$ cat src/rtl/sbs_pkg.sv
package sbs_pkg;

    localparam int ADDR_W      = 16;
    localparam int N_ADAPT     = 2;
    localparam int SLOW_BASE   = 2;
    localparam int MAX_STRETCH = SLOW_BASE + 1;
    localparam int DUR_W       = $clog2(MAX_STRETCH + 1);
    localparam int CNT_W       = $clog2(MAX_STRETCH);

    localparam logic [ADDR_W-1:0] IO_LO = 16'hFC00;
    localparam logic [ADDR_W-1:0] IO_HI = 16'hFEFF;

    localparam int N_SLOW = 4;
    localparam logic [N_SLOW-1:0][ADDR_W-1:0] SLOW_LO =
        {16'hFEC0, 16'hFE40, 16'hFE00, 16'hFC00};
    localparam logic [N_SLOW-1:0][ADDR_W-1:0] SLOW_HI =
        {16'hFEDF, 16'hFE7F, 16'hFE17, 16'hFDFF};

    localparam logic [ADDR_W-1:0] CRTC_LO    = 16'hFE00;
    localparam logic [ADDR_W-1:0] CRTC_HI    = 16'hFE07;
    localparam logic [ADDR_W-1:0] SERIAL_LO  = 16'hFE08;
    localparam logic [ADDR_W-1:0] SERIAL_HI  = 16'hFE0F;
    localparam logic [ADDR_W-1:0] ADAPT_BASE = 16'hFE40;
    localparam int                ADAPT_SPAN = 32;

    typedef struct packed {
        logic               io;
        logic               slow;
        logic               crtc_reg;
        logic               crtc_dat;
        logic               serial;
        logic [N_ADAPT-1:0] adapt;
    } bus_class_t;

    typedef struct packed {
        logic             busy;
        logic [CNT_W-1:0] left;
        logic             dur_odd;
        logic             phase;
    } stretch_state_t;

    function automatic logic in_range(input logic [ADDR_W-1:0] a,
                                      input logic [ADDR_W-1:0] lo,
                                      input logic [ADDR_W-1:0] hi);
        return (a >= lo) && (a <= hi);
    endfunction

    function automatic logic [DUR_W-1:0] stretch_len(input logic phase);
        return DUR_W'(SLOW_BASE) + DUR_W'(phase);
    endfunction

endpackage

$ cat src/rtl/sbs_addr_decode.sv
module sbs_addr_decode
    import sbs_pkg::*;
(
    input  logic [ADDR_W-1:0] addr,
    input  logic              active,
    output logic              is_slow,
    output bus_class_t        cls
);

    logic [N_SLOW-1:0]  slow_hit;
    logic [N_ADAPT-1:0] adapt_hit;
    logic               io_hit;
    logic               crtc_hit;

    genvar gi;
    generate
        for (gi = 0; gi < N_SLOW; gi++) begin : g_slow
            assign slow_hit[gi] = in_range(addr, SLOW_LO[gi], SLOW_HI[gi]);
        end
        for (gi = 0; gi < N_ADAPT; gi++) begin : g_adapt
            localparam logic [ADDR_W-1:0] LO = ADAPT_BASE + ADDR_W'(gi * ADAPT_SPAN);
            localparam logic [ADDR_W-1:0] HI = LO + ADDR_W'(ADAPT_SPAN - 1);
            assign adapt_hit[gi] = in_range(addr, LO, HI);
        end
    endgenerate

    assign io_hit   = in_range(addr, IO_LO, IO_HI);
    assign crtc_hit = in_range(addr, CRTC_LO, CRTC_HI);
    assign is_slow  = |slow_hit;

    always_comb begin
        cls          = '0;
        cls.io       = active && io_hit;
        cls.slow     = active && is_slow;
        cls.crtc_reg = active && crtc_hit && !addr[0];
        cls.crtc_dat = active && crtc_hit && addr[0];
        cls.serial   = active && in_range(addr, SERIAL_LO, SERIAL_HI);
        cls.adapt    = active ? adapt_hit : '0;
    end

    always_comb begin
        AST_SEL_EXCLUSIVE: assert ($onehot0({cls.crtc_reg, cls.crtc_dat, cls.serial, cls.adapt}));
        AST_DEV_IS_SLOW: assert (!(cls.crtc_reg || cls.serial || |cls.adapt) || cls.slow);
    end

endmodule

$ cat src/rtl/sbs_stretch_ctrl.sv
module sbs_stretch_ctrl
    import sbs_pkg::*;
(
    input  logic clk,
    input  logic rst,
    input  logic acc_valid,
    input  logic is_slow,
    output logic cpu_wait,
    output logic acc_done,
    output logic busy,
    output logic phase_odd
);

    stretch_state_t st_q, st_d;
    logic           start;
    logic [DUR_W-1:0] dur;

    assign start = acc_valid && !st_q.busy && !rst;
    assign dur   = is_slow ? stretch_len(st_q.phase) : DUR_W'(1);

    always_comb begin
        cpu_wait = 1'b0;
        acc_done = 1'b0;
        st_d     = st_q;
        if (rst) begin
            st_d = '0;
        end else if (st_q.busy) begin
            cpu_wait  = (st_q.left > CNT_W'(1));
            acc_done  = (st_q.left == CNT_W'(1));
            st_d.left = st_q.left - CNT_W'(1);
            if (st_q.left == CNT_W'(1)) begin
                st_d.busy  = 1'b0;
                st_d.phase = st_q.phase ^ st_q.dur_odd;
            end
        end else if (start) begin
            if (is_slow) begin
                cpu_wait     = 1'b1;
                st_d.busy    = 1'b1;
                st_d.left    = CNT_W'(dur - DUR_W'(1));
                st_d.dur_odd = dur[0];
            end else begin
                acc_done   = 1'b1;
                st_d.phase = ~st_q.phase;
            end
        end
    end

    always_ff @(posedge clk) begin
        st_q <= st_d;
    end

    assign busy      = st_q.busy;
    assign phase_odd = st_q.phase;

    AST_STRETCH_MAX: assert property (@(posedge clk) disable iff (rst)
        (cpu_wait && $past(cpu_wait)) |=> !cpu_wait);
    AST_WAIT_ENDS_DONE: assert property (@(posedge clk) disable iff (rst)
        $fell(cpu_wait) |-> acc_done);
    AST_IDLE_PHASE_HOLD: assert property (@(posedge clk) disable iff (rst)
        (!acc_valid && !busy) |=> $stable(phase_odd));
    AST_RESET_CLEAR: assert property (@(posedge clk)
        rst |=> (!phase_odd && !busy));

endmodule

$ cat src/rtl/sbs_irq_merge.sv
module sbs_irq_merge #(
    parameter int N_SRC = 2
) (
    input  logic [N_SRC-1:0] src,
    output logic             irq
);

    logic [N_SRC:0] chain;

    assign chain[0] = 1'b0;
    genvar gi;
    generate
        for (gi = 0; gi < N_SRC; gi++) begin : g_or
            assign chain[gi+1] = chain[gi] | src[gi];
        end
    endgenerate

    assign irq = chain[N_SRC];

endmodule

$ cat src/rtl/slow_bus_stretcher.sv
module slow_bus_stretcher
    import sbs_pkg::*;
(
    input  logic                clk,
    input  logic                rst,
    input  logic                acc_valid,
    input  logic [15:0]         addr,
    input  logic [1:0]          adapt_irq,
    output logic                cpu_wait,
    output logic                acc_done,
    output logic                phase_odd,
    output logic                io_sel,
    output logic                slow_sel,
    output logic                crtc_reg_sel,
    output logic                crtc_dat_sel,
    output logic                serial_sel,
    output logic [1:0]          adapt_sel,
    output logic                cpu_irq
);

    logic       is_slow;
    logic       busy;
    logic       active;
    bus_class_t cls;

    assign active = (acc_valid || busy) && !rst;

    sbs_addr_decode u_decode (
        .addr    (addr),
        .active  (active),
        .is_slow (is_slow),
        .cls     (cls)
    );

    sbs_stretch_ctrl u_ctrl (
        .clk       (clk),
        .rst       (rst),
        .acc_valid (acc_valid),
        .is_slow   (is_slow),
        .cpu_wait  (cpu_wait),
        .acc_done  (acc_done),
        .busy      (busy),
        .phase_odd (phase_odd)
    );

    sbs_irq_merge #(.N_SRC(N_ADAPT)) u_irq (
        .src (adapt_irq),
        .irq (cpu_irq)
    );

    assign io_sel       = cls.io;
    assign slow_sel     = cls.slow;
    assign crtc_reg_sel = cls.crtc_reg;
    assign crtc_dat_sel = cls.crtc_dat;
    assign serial_sel   = cls.serial;
    assign adapt_sel    = cls.adapt;

    AST_WAIT_IS_SLOW: assert property (@(posedge clk) disable iff (rst)
        cpu_wait |-> slow_sel);
    AST_SLOW_IS_IO: assert property (@(posedge clk) disable iff (rst)
        slow_sel |-> io_sel);
    AST_SLOW_END_EVEN: assert property (@(posedge clk) disable iff (rst)
        (acc_done && slow_sel) |=> !phase_odd);
    AST_FAST_FLIP: assert property (@(posedge clk) disable iff (rst)
        (acc_done && !slow_sel) |=> (phase_odd != $past(phase_odd)));
    AST_IDLE_QUIET: assert property (@(posedge clk) disable iff (rst)
        (!acc_valid && !$past(cpu_wait)) |-> !(io_sel || acc_done || cpu_wait));

endmodule

$ cat config.mk
export PLATFORM = sky130hd
export DESIGN_NAME = slow_bus_stretcher
export DESIGN_NICKNAME = d
export VERILOG_FILES = /design/src/rtl/sbs_pkg.sv /design/src/rtl/sbs_addr_decode.sv /design/src/rtl/sbs_stretch_ctrl.sv /design/src/rtl/sbs_irq_merge.sv /design/src/rtl/slow_bus_stretcher.sv
export SDC_FILE = /design/constraint.sdc
export NUM_CORES = 1
export LEC_CHECK = 0
export ABC_AREA = 1
export CAP_MARGIN = 5
export CORE_AREA = 2 2 43 45
export DETAILED_ROUTE_END_ITERATION = 10
export DIE_AREA = 0 0 45 47
export PLACE_DENSITY = 0.75
export SLEW_MARGIN = 10
export SYNTH_ARGS = -nofsm -noshare
export SYNTH_HDL_FRONTEND = slang
export SYNTH_HIERARCHICAL = 1
export SYNTH_SLANG_ARGS = --single-unit
$ cat constraint.sdc
create_clock -name clk -period 3 [get_ports clk]
set_input_delay 0.3 -clock clk [delete_from_list [all_inputs] [get_ports clk]]
set_output_delay 0.3 -clock clk [all_outputs]
set_load 0.01 [all_outputs]
# [Word level (Yosys, flattened, before mapping)]
# Cells that the tools add are included.
[word_totals] in_bits=21 elab_cells=74 regBits=5 output_inout_bits=11
[classes] add_sub_neg=3 n_bitwise=4 order_cmp=15 mux=17 n_eq_ne=3 reduce_logical=28
[ops] operator="16-bit <= comparator (second input constant)" count=8
[ops] operator="16-bit greater-or-equal comparator (second input constant)" count=6
[ops] operator="1-bit logical AND" count=18
[ops] operator="1-bit 2-to-1 mux" count=12
[ops] operator="3-bit AND reduction" count=2
[ops] operator="5-bit 2-to-1 mux" count=1
[ops] operator="2-bit 2-to-1 mux" count=2
[ops] operator="4-bit 2-to-1 mux" count=1
[ops] operator="2-bit inequality test (second input constant)" count=2
[ops] operator="2-bit nonzero test" count=2
[ops] operator="4-bit OR reduction" count=1
[ops] operator="2-bit by 1-bit subtractor with 2-bit output (second input constant)" count=2
[ops] operator="1-bit zero test" count=3
[ops] operator="3-bit 2-to-1 mux" count=1
[ops] operator="2-bit by 1-bit adder with 2-bit output (first input constant)" count=1
[ops] operator="2-bit by 1-bit == test with 1-bit output (second input constant)" count=1
[ops] operator="2-bit by 1-bit > comparator with 1-bit output (second input constant)" count=1
[ops] operator="1-bit inverter" count=2
[ops] operator="2-bit AND reduction" count=1
[ops] operator="1-bit logical OR" count=1
[ops] operator="1-bit OR" count=1
[ops] operator="1-bit bitwise XOR" count=1

# [Depth between registers and ports, before layout]
# Gate-level depths: netlist (run 1).
[depth] word_depth=8 depth_mapped=15 mapped_depth_nobuf=15

# [Cells and area by module]
# Netlist (run 1), hierarchy kept.
[modules_own_cells] mod="sbs_addr_decode" area_per_inst_um2=331.6 seq_area_each_um2=0.0 cells_each=70 n_inst=1
[modules_own_cells] mod="sbs_stretch_ctrl" area_per_inst_um2=307.8 seq_area_each_um2=100.1 cells_each=50 n_inst=1
[modules_own_cells] mod="sbs_irq_merge" area_per_inst_um2=11.3 seq_area_each_um2=0.0 cells_each=3 n_inst=1
[modules_own_cells] mod="slow_bus_stretcher" area_per_inst_um2=7.5 seq_area_each_um2=0.0 cells_each=2 n_inst=1

# [Worst setup path after synthesis (run 1)]
# No wires, ideal clock.
[synth_path] kind="input-to-output" startpoint="in addr[13]" endpoint="out acc_done" stages=12 required_ps=2700 n_path_buf=0 t_arrival_ps=1331 path_slack_ps=1369 path_cell_list="nand2_1 -> nor2_8 -> nand2_2 -> nor2_2 -> nand2_1 -> nand2_1 -> nand2_1 -> inv_2 -> nand2_1 -> nand2_1 -> nand3_2 -> nor2_1"
[synth_between] elab_chain_cells=7 word_cells_on_any_way=17 classes_between="8 x order compare; 4 x mux; 5 x reduce/logical"
[synth_rtl] item="start: declaration" line_no="slow_bus_stretcher.sv:7" text="input logic [15:0] addr,"
[synth_rtl] item="16-bit greater-or-equal comparator / 16-bit <= comparator (equally long branches)" line_no="sbs_pkg.sv:45" text="return (a >= lo) && (a <= hi);"
[synth_rtl] item="1-bit logical AND" line_no="sbs_pkg.sv:45"
[synth_rtl] item="4-bit OR reduction (*)" line_no="sbs_addr_decode.sv:29" text="assign is_slow = |slow_hit;"
[synth_rtl] item="net is_slow" line_no="slow_bus_stretcher.sv:21" text="logic is_slow;"
[synth_rtl] item="1-bit 2-to-1 mux (*)" line_no="sbs_stretch_ctrl.sv:36" text="if (is_slow) begin"
[synth_rtl] item="1-bit 2-to-1 mux (*)" line_no="sbs_stretch_ctrl.sv:35" text="end else if (start) begin"
[synth_rtl] item="1-bit 2-to-1 mux (*)" line_no="sbs_stretch_ctrl.sv:27" text="end else if (st_q.busy) begin"
[synth_rtl] item="1-bit 2-to-1 mux (*)" line_no="sbs_stretch_ctrl.sv:25" text="if (rst) begin"
[synth_rtl] item="end: declaration" line_no="slow_bus_stretcher.sv:10" text="output logic acc_done,"
# The timed path passes the listed nets; every way through them passes the cells marked *.

# [Final worst setup path (run 1)]
[layout_path] startpoint="in addr[8]" endpoint="out cpu_wait"
[layout_between] elab_chain_cells=7 word_cells_on_any_way=17 classes_between="8 x order compare; 4 x mux; 5 x reduce/logical"
[layout_rtl] item="16-bit greater-or-equal comparator / 16-bit <= comparator (equally long branches)" line_no="sbs_pkg.sv:45"
[layout_rtl] item="1-bit logical AND" line_no="sbs_pkg.sv:45"
[layout_rtl] item="4-bit OR reduction (*)" line_no="sbs_addr_decode.sv:29"
[layout_rtl] item="net is_slow" line_no="slow_bus_stretcher.sv:21"
[layout_rtl] item="1-bit 2-to-1 mux (*)" line_no="sbs_stretch_ctrl.sv:36"
[layout_rtl] item="1-bit 2-to-1 mux (*)" line_no="sbs_stretch_ctrl.sv:35"
[layout_rtl] item="1-bit 2-to-1 mux (*)" line_no="sbs_stretch_ctrl.sv:27"
[layout_rtl] item="1-bit 2-to-1 mux (*)" line_no="sbs_stretch_ctrl.sv:25"
[layout_rtl] item="end: declaration" line_no="slow_bus_stretcher.sv:9" text="output logic cpu_wait,"
# Marked as above.

==> impl_metrics.yaml, run 1 <==
worst_setup_path:
  r2r_start: "u_ctrl/st_q[3]"
  reg2reg_slack_ns: 1.97
  r2r_end: "u_ctrl/phase_odd"
  worstPathArrival_ns: 2.52
  worst_ep_required_time_ns: 2.70
  crit_fanout: 5
  startpoint_type: "primary input"
  startpoint: "addr[8]"
  crit_path_end_kind: "output port"
  reg2regPathDepth: 8
  path_class: "primary input to output port"
worst_hold_path:
  holdPathEnd: "u_ctrl/st_q[1]"
  hold_path_depth: 2
  min_path_type: "register to register"
  min-delay-start: "u_ctrl/st_q[1]"
sta:
  whs_ns: 0.4889
  tightest_slew_ns: 0.4131
  relSlewSlack: 0.7236
  hold_viol_final: 0
  max_freq_ghz: 0.3547
  setup_ws_ns: 0.1804
  finalSetupTns_ns: 0
  final.min_clock_period_ns: 2.820
  finClkSkew_ns: 0.004853
  maxSlewViolCount: 0
  rsz0062_at_grt: "no"
  finalCritPeriodShare: 0.9399
  setup_viol: 0
clocking:
  clk_pin_slew_ns: 0.04
  postCtsSetupBuffers: 0
  h-tree-depth: 1
  cts_tree: "yes"
  clock_latency_ns: 0.25
  cts-root-buf: "clkbuf_4"
  cts_resized: 0
  numCtsBuffers: 3
  cts_hold_buf: 0
  clock_path_buffers: 2
  clock-sinks: 5
global_routing:
  grt_use_total: 0.1721
  antenna_found_initial: 0
  grt_pass1_vias: 657
  grt-ovfl-total: 0
  grt_start_max_net_pins: 8
  grt_pass1_wl_mm: 2.656
power:
  power_leakage_uw: 0.0005009
  power_density_mw_per_mm2: 216.9
  ir_worst_vdd_uv: 224.0
place:
  dpl.hpwl_mm: 1.419
  place.gp.congestion: 0.9222
  pre_cts_ws_ns: 0.2064
  io_buffers: 31
  place_area_um2: 989.7
detailed_routing:
  ant_nets: 0
  viasPerCell: 4.915
  vias: 870
  avgRoutedWirePerCell_um: 9.503
  drt-pass1-iter-count: 4
  drc: 0
  first_iter_violations: 36
  wl_mm: 1.682
floorplanning:
  num_rows: 15
  die_y_um: 47
  coreArea_mm2: 0.001652
  dieArea_mm2: 0.002115
  die-width_um: 45
  ioPinCount: 32
  start_util: 0.3985
flow_run:
  drv_cap: 0
synthesis:
  synth_cell_types: 20
  synth_nets: 147
  synth_area_per_cell_um2: 5.265
  synth_seq_area_share: 0.1521
  synth-seq-cells: 5
  ys_warn_count: 6
  postSynthCellCount: 125
  syn_area_um2: 658.1
layout:
  antenna_cells: 0
  nets: 183
  syn_to_final_growth_pct: 54.37
  fin_util: 0.6152
  drive_gt1_frac: 0.1313
  final_cell_area_mm2: 0.001016
run_status:
  status: "completed"
==> worst max-delay path: stages <==
cell	delay [ns]
clkdlybuf4s50_1	0.49
inv_2	0.14
nand2_1	0.10
nor2_1	0.13
nand3_1	0.08
a21oi_1	0.14
nor2_1	0.07
nand2_1	0.09
inv_1	0.06
nor2_1	0.16
nand2_1	0.12
o31ai_1	0.08
clkdlybuf4s50_1	0.57
==> layer usage <==
layer	global-route usage	part of all wire	vias up
met2	0.2314	0.44	45
met3	0.08077	0.095	4
met1	0.2437	0.45	367
met4	0.04706	0.010	0
met5	0	0	-
li1	-	-	454
==> power breakdown <==
| group | leakage, µW | internal (µW) | total (µW) | switching (µW) |
|---|---|---|---|---|
| clock network | 0.0000150 | 50.3 | 78.8 | 28.4 |
| logic | 0.000445 | 37.1 | 72.0 | 34.9 |
| registers | 0.0000405 | 68.1 | 69.6 | 1.50 |
| total | 0.000501 | 156 | 220 | 64.8 |
==> synth_stat cells <==
cell type	instances	share of area
clkinv_2	1	0.0076
nor2_8	1	0.030
ha_1	1	0.019
nand3_1	12	0.091
nand4_1	4	0.038
dfxtp_1	5	0.15
nor2_1	21	0.12
or2_0	1	0.0095
o211ai_1	1	0.011
o21ai_0	1	0.0076
nand3_2	1	0.015
inv_1	20	0.11
inv_2	5	0.029
nor2_2	4	0.038
a311oi_2	1	0.023
a21oi_2	1	0.013
nand2_2	4	0.038
o31ai_1	1	0.011
nand2_1	38	0.22
a21oi_1	2	0.015
==> worst max-delay path by stage <==
stage                     to  slack, ns  cells past startpoint
detailed placement  cpu_wait       0.21                     14
global placement    cpu_wait       0.26                     14
finish              cpu_wait       0.18                     13
CTS                 cpu_wait       0.21                     14
floorplan           acc_done       1.37                     12
global route        cpu_wait       0.04                     15
==> sequential cells by signal, indices dropped and copies added (netlist names) <==
name,count
u_ctrl/busy,1
u_ctrl/st_q,3
u_ctrl/phase_odd,1
==> cell type report <==
cell class,instances,area (µm²)
Clock buffer,4,26.28
Inverter,26,98.84
Timing Repair Buffer,31,310.3
Fill cell,174,635.6
Sequential cell,5,100.1
Tap cell,17,21.27
Multi-Input combinational cell,94,459.2
==> cells by family after synthesis <==
family / count (synthesis) / share of synthesized area
flops: 5 / 0.1521
fa+ha+maj: 1 / 0.01901
buf+inv: 26 / 0.1502
simple gates: 86 / 0.5970
compound gates: 7 / 0.08175
==> stage by stage <==
step | total power [µW] | cells
global placement | 141.5 | 173
floorplan | 100.7 | 125
detailed placement | 142.2 | 173
global route | 235.8 | 177
CTS | 223.1 | 177
finish | 220.4 | 177
==> placed cells by master (no fill, tap or decap), types with 2 or more instances in the layout <==
| cell type | Yosys | final |
|---|---|---|
| a21oi_1 | 2 | 2 |
| clkbuf_4 | 0 | 3 |
| clkdlybuf4s50_1 | 0 | 31 |
| dfxtp_1 | 5 | 5 |
| inv_1 | 20 | 20 |
| inv_2 | 5 | 5 |
| nand2_1 | 38 | 38 |
| nand2_2 | 4 | 4 |
| nand3_1 | 12 | 12 |
| nand4_1 | 4 | 4 |
| nor2_1 | 21 | 21 |
| nor2_2 | 4 | 4 |
(Power assumes the default switching activity.)
==> run 2, diff against run 1 <==
--- a/config.mk
+++ b/config.mk
@@ -16,3 +16,4 @@
 export SYNTH_HDL_FRONTEND = slang
 export SYNTH_HIERARCHICAL = 1
 export SYNTH_SLANG_ARGS = --single-unit
+export TNS_END_PERCENT = 50
==> results of run 2 <==
The final DEF is identical to that of run 1; final timing and power are the same.
==> run 3, diff against run 2 <==
--- a/config.mk
+++ b/config.mk
@@ -10,7 +10,7 @@
 export CORE_AREA = 2 2 43 45
 export DETAILED_ROUTE_END_ITERATION = 10
 export DIE_AREA = 0 0 45 47
-export PLACE_DENSITY = 0.75
+export PLACE_DENSITY = 0.86
 export SLEW_MARGIN = 10
 export SYNTH_ARGS = -nofsm -noshare
 export SYNTH_HDL_FRONTEND = slang
==> run 3 against run 2 <==
Clock skew shrank 0.0036 ns. Core utilization grew 0.30 points. Sequential power is essentially flat. Largest power group unchanged. Combinational power grew 2%. Critical endpoint is now acc_done. Critical path type unchanged. Cell area grew 0.49%. Largest cell class unchanged.
==> impl_metrics.yaml, run 3 (synthesis gave the netlist of run 1 again) <==
clocking:
  clock_path_buffers: 2
  h-tree-depth: 1
  cts_tree: "yes"
  numCtsBuffers: 3
  postCtsSetupBuffers: 0
  clk_pin_slew_ns: 0.05
  cts-root-buf: "clkbuf_4"
  clock_latency_ns: 0.25
  clock-sinks: 5
detailed_routing:
  avgRoutedWirePerCell_um: 10.89
  wl_mm: 1.928
  ant_nets: 0
  dr_wl_met3_um: 128
  highest_layer: "met4"
  drt-met1-wl_um: 793
  viasPerCell: 4.898
  routed-wl-met2_um: 978
  drt-pass1-iter-count: 4
  first_iter_violations: 31
  vias: 867
  drc: 0
worst_setup_path:
  crit_family: "buffers and inverters"
  startpoint_type: "primary input"
  crit_fanout: 5
  critPathBufInv: 3
  reg2regPathDepth: 5
  reg2reg_slack_ns: 1.96
  startpoint: "addr[8]"
  path_class: "primary input to output port"
  critical_path.cell_chain: "clkdlybuf4s50_1 > inv_2 > nand2_1 > nor2_1 > nand3_1 > a21oi_1 > nor2_1 > nand2_1 > nand2_1 > nand3_2 > nor2_1 > clkdlybuf4s50_1"
  r2r_start: "u_ctrl/busy"
  worst_ep_required_time_ns: 2.70
  r2r_end: "u_ctrl/phase_odd"
  crit_slowest_cell: "clkdlybuf4s50_1"
  slowest_delay_ns: 0.56
  crit_path_end_kind: "output port"
  worstPathArrival_ns: 2.45
sta:
  maxSlewViolCount: 0
  hold_viol_final: 0
  tightest_slew_ns: 0.4248
  finalSetupTns_ns: 0
  finClkSkew_ns: 0.001268
  setup_ws_ns: 0.2464
  setup_viol: 0
  max_freq_ghz: 0.3632
  rsz0062_at_grt: "no"
  relSlewSlack: 0.7157
  whs_ns: 0.4898
  finalCritPeriodShare: 0.9179
  final.min_clock_period_ns: 2.754
flow_run:
  drv_cap: 0
global_routing:
  grt_pass1_vias: 760
  grt-ovfl-total: 0
  grt_start_max_net_pins: 8
  grt_use_total: 0.1976
  grt_pass1_wl_mm: 3.098
  antenna_found_initial: 0
worst_hold_path:
  min_path_type: "register to register"
  min-delay-start: "u_ctrl/st_q[1]"
  hold_path_depth: 2
  holdPathEnd: "u_ctrl/st_q[1]"
floorplanning:
  num_rows: 15
  ioPinCount: 32
  dieArea_mm2: 0.002115
  coreArea_mm2: 0.001652
  start_util: 0.3985
  die-width_um: 45
  die_y_um: 47
layout:
  regMostFlops: "u_ctrl/st_q"
  nets: 183
  drive_gt1_frac: 0.1375
  nFillCells: 153
  syn_to_final_growth_pct: 55.13
  final_common_cell: "nand2_1"
  largest_reg_flops: 3
  final_cell_area_mm2: 0.001021
  antenna_cells: 0
  final_cell_mix: "38 x nand2_1, 30 x clkdlybuf4s50_1, 20 x nor2_1, 20 x inv_1, 12 x nand3_1"
power:
  ir_worst_vdd_uv: 164.7
  p_int_uw: 155.7
  seq_power_share: 0.309
  power_density_mw_per_mm2: 220.9
  p_comb_frac: 0.325
  switchingPower_uw: 69.81
  power.share.clock: 0.366
  power_uw: 225.5
  power_leakage_uw: 0.0005190
  switching_share: 0.3095
place:
  dpl.hpwl_mm: 1.552
  place.gp.congestion: 0.8867
  pre_cts_ws_ns: 0.2040
  place_area_um2: 989.7
  io_buffers: 31
run_status:
  status: "completed"
==> run 3: repair_timing <==
action | 4_1_cts | 5_1_grt
hold buffers | 0 | 0
resized for setup | 0 | 2
endpoints found under the setup margin | 0 | 1
==> run 3: worst max-delay path by stage <==
stage / to / slack, ns / depth (start not counted)
floorplan: acc_done / 1.37 / 12
global placement: cpu_wait / 0.25 / 13
detailed placement: cpu_wait / 0.20 / 13
CTS: cpu_wait / 0.15 / 13
global route: acc_done / 0.12 / 14
finish: acc_done / 0.25 / 12
==> run 3: stage by stage <==
step,instances,util
after floorplan,125,-
after global placement,173,0.5992
after detailed placement,173,0.5992
after CTS,177,0.6152
after global routing,177,0.6182
final,177,0.6182
==> run 3: final cells by class <==
type,instances,area [µm²],area share
timing repair buffer,31,312.8,0.3064
tap,17,21.27,0.02083
inverter,26,98.84,0.09681
multi-input combinational,94,461.7,0.4522
clock buffer,4,26.28,0.02574
sequential,5,100.1,0.09804
==> run 3: power by group through the flow <==
stage / Sequential (µW) / Clock, µW / Combinational (µW)
6_report: 69.6 / 82.5 / 73.4
5_1_grt: 69.7 / 88.7 / 79.9
4_1_cts: 69.6 / 84.7 / 72.7
3_5_place_dp: 70.8 / 0 / 72.2
3_3_place_gp: 70.7 / 0 / 70.4
2_1_floorplan: 70.8 / 0 / 29.8
==> run 3: metal layers <==
| layer | GRT usage | up-vias |
|---|---|---|
| li1 | - | 458 |
| met1 | 0.2299 | 369 |
| met2 | 0.3600 | 36 |
| met3 | 0.02692 | 4 |
| met4 | 0.08824 | 0 |
| met5 | 0 | - |
==> run 3: worst reg2reg max path: stages, from the launching register on <==
cell and delay, ns:
dfxtp_1 0.47, inv_2 0.11, nand2_1 0.09, nand3_2 0.10, nor2_1 0.11, nor2_1 0.05
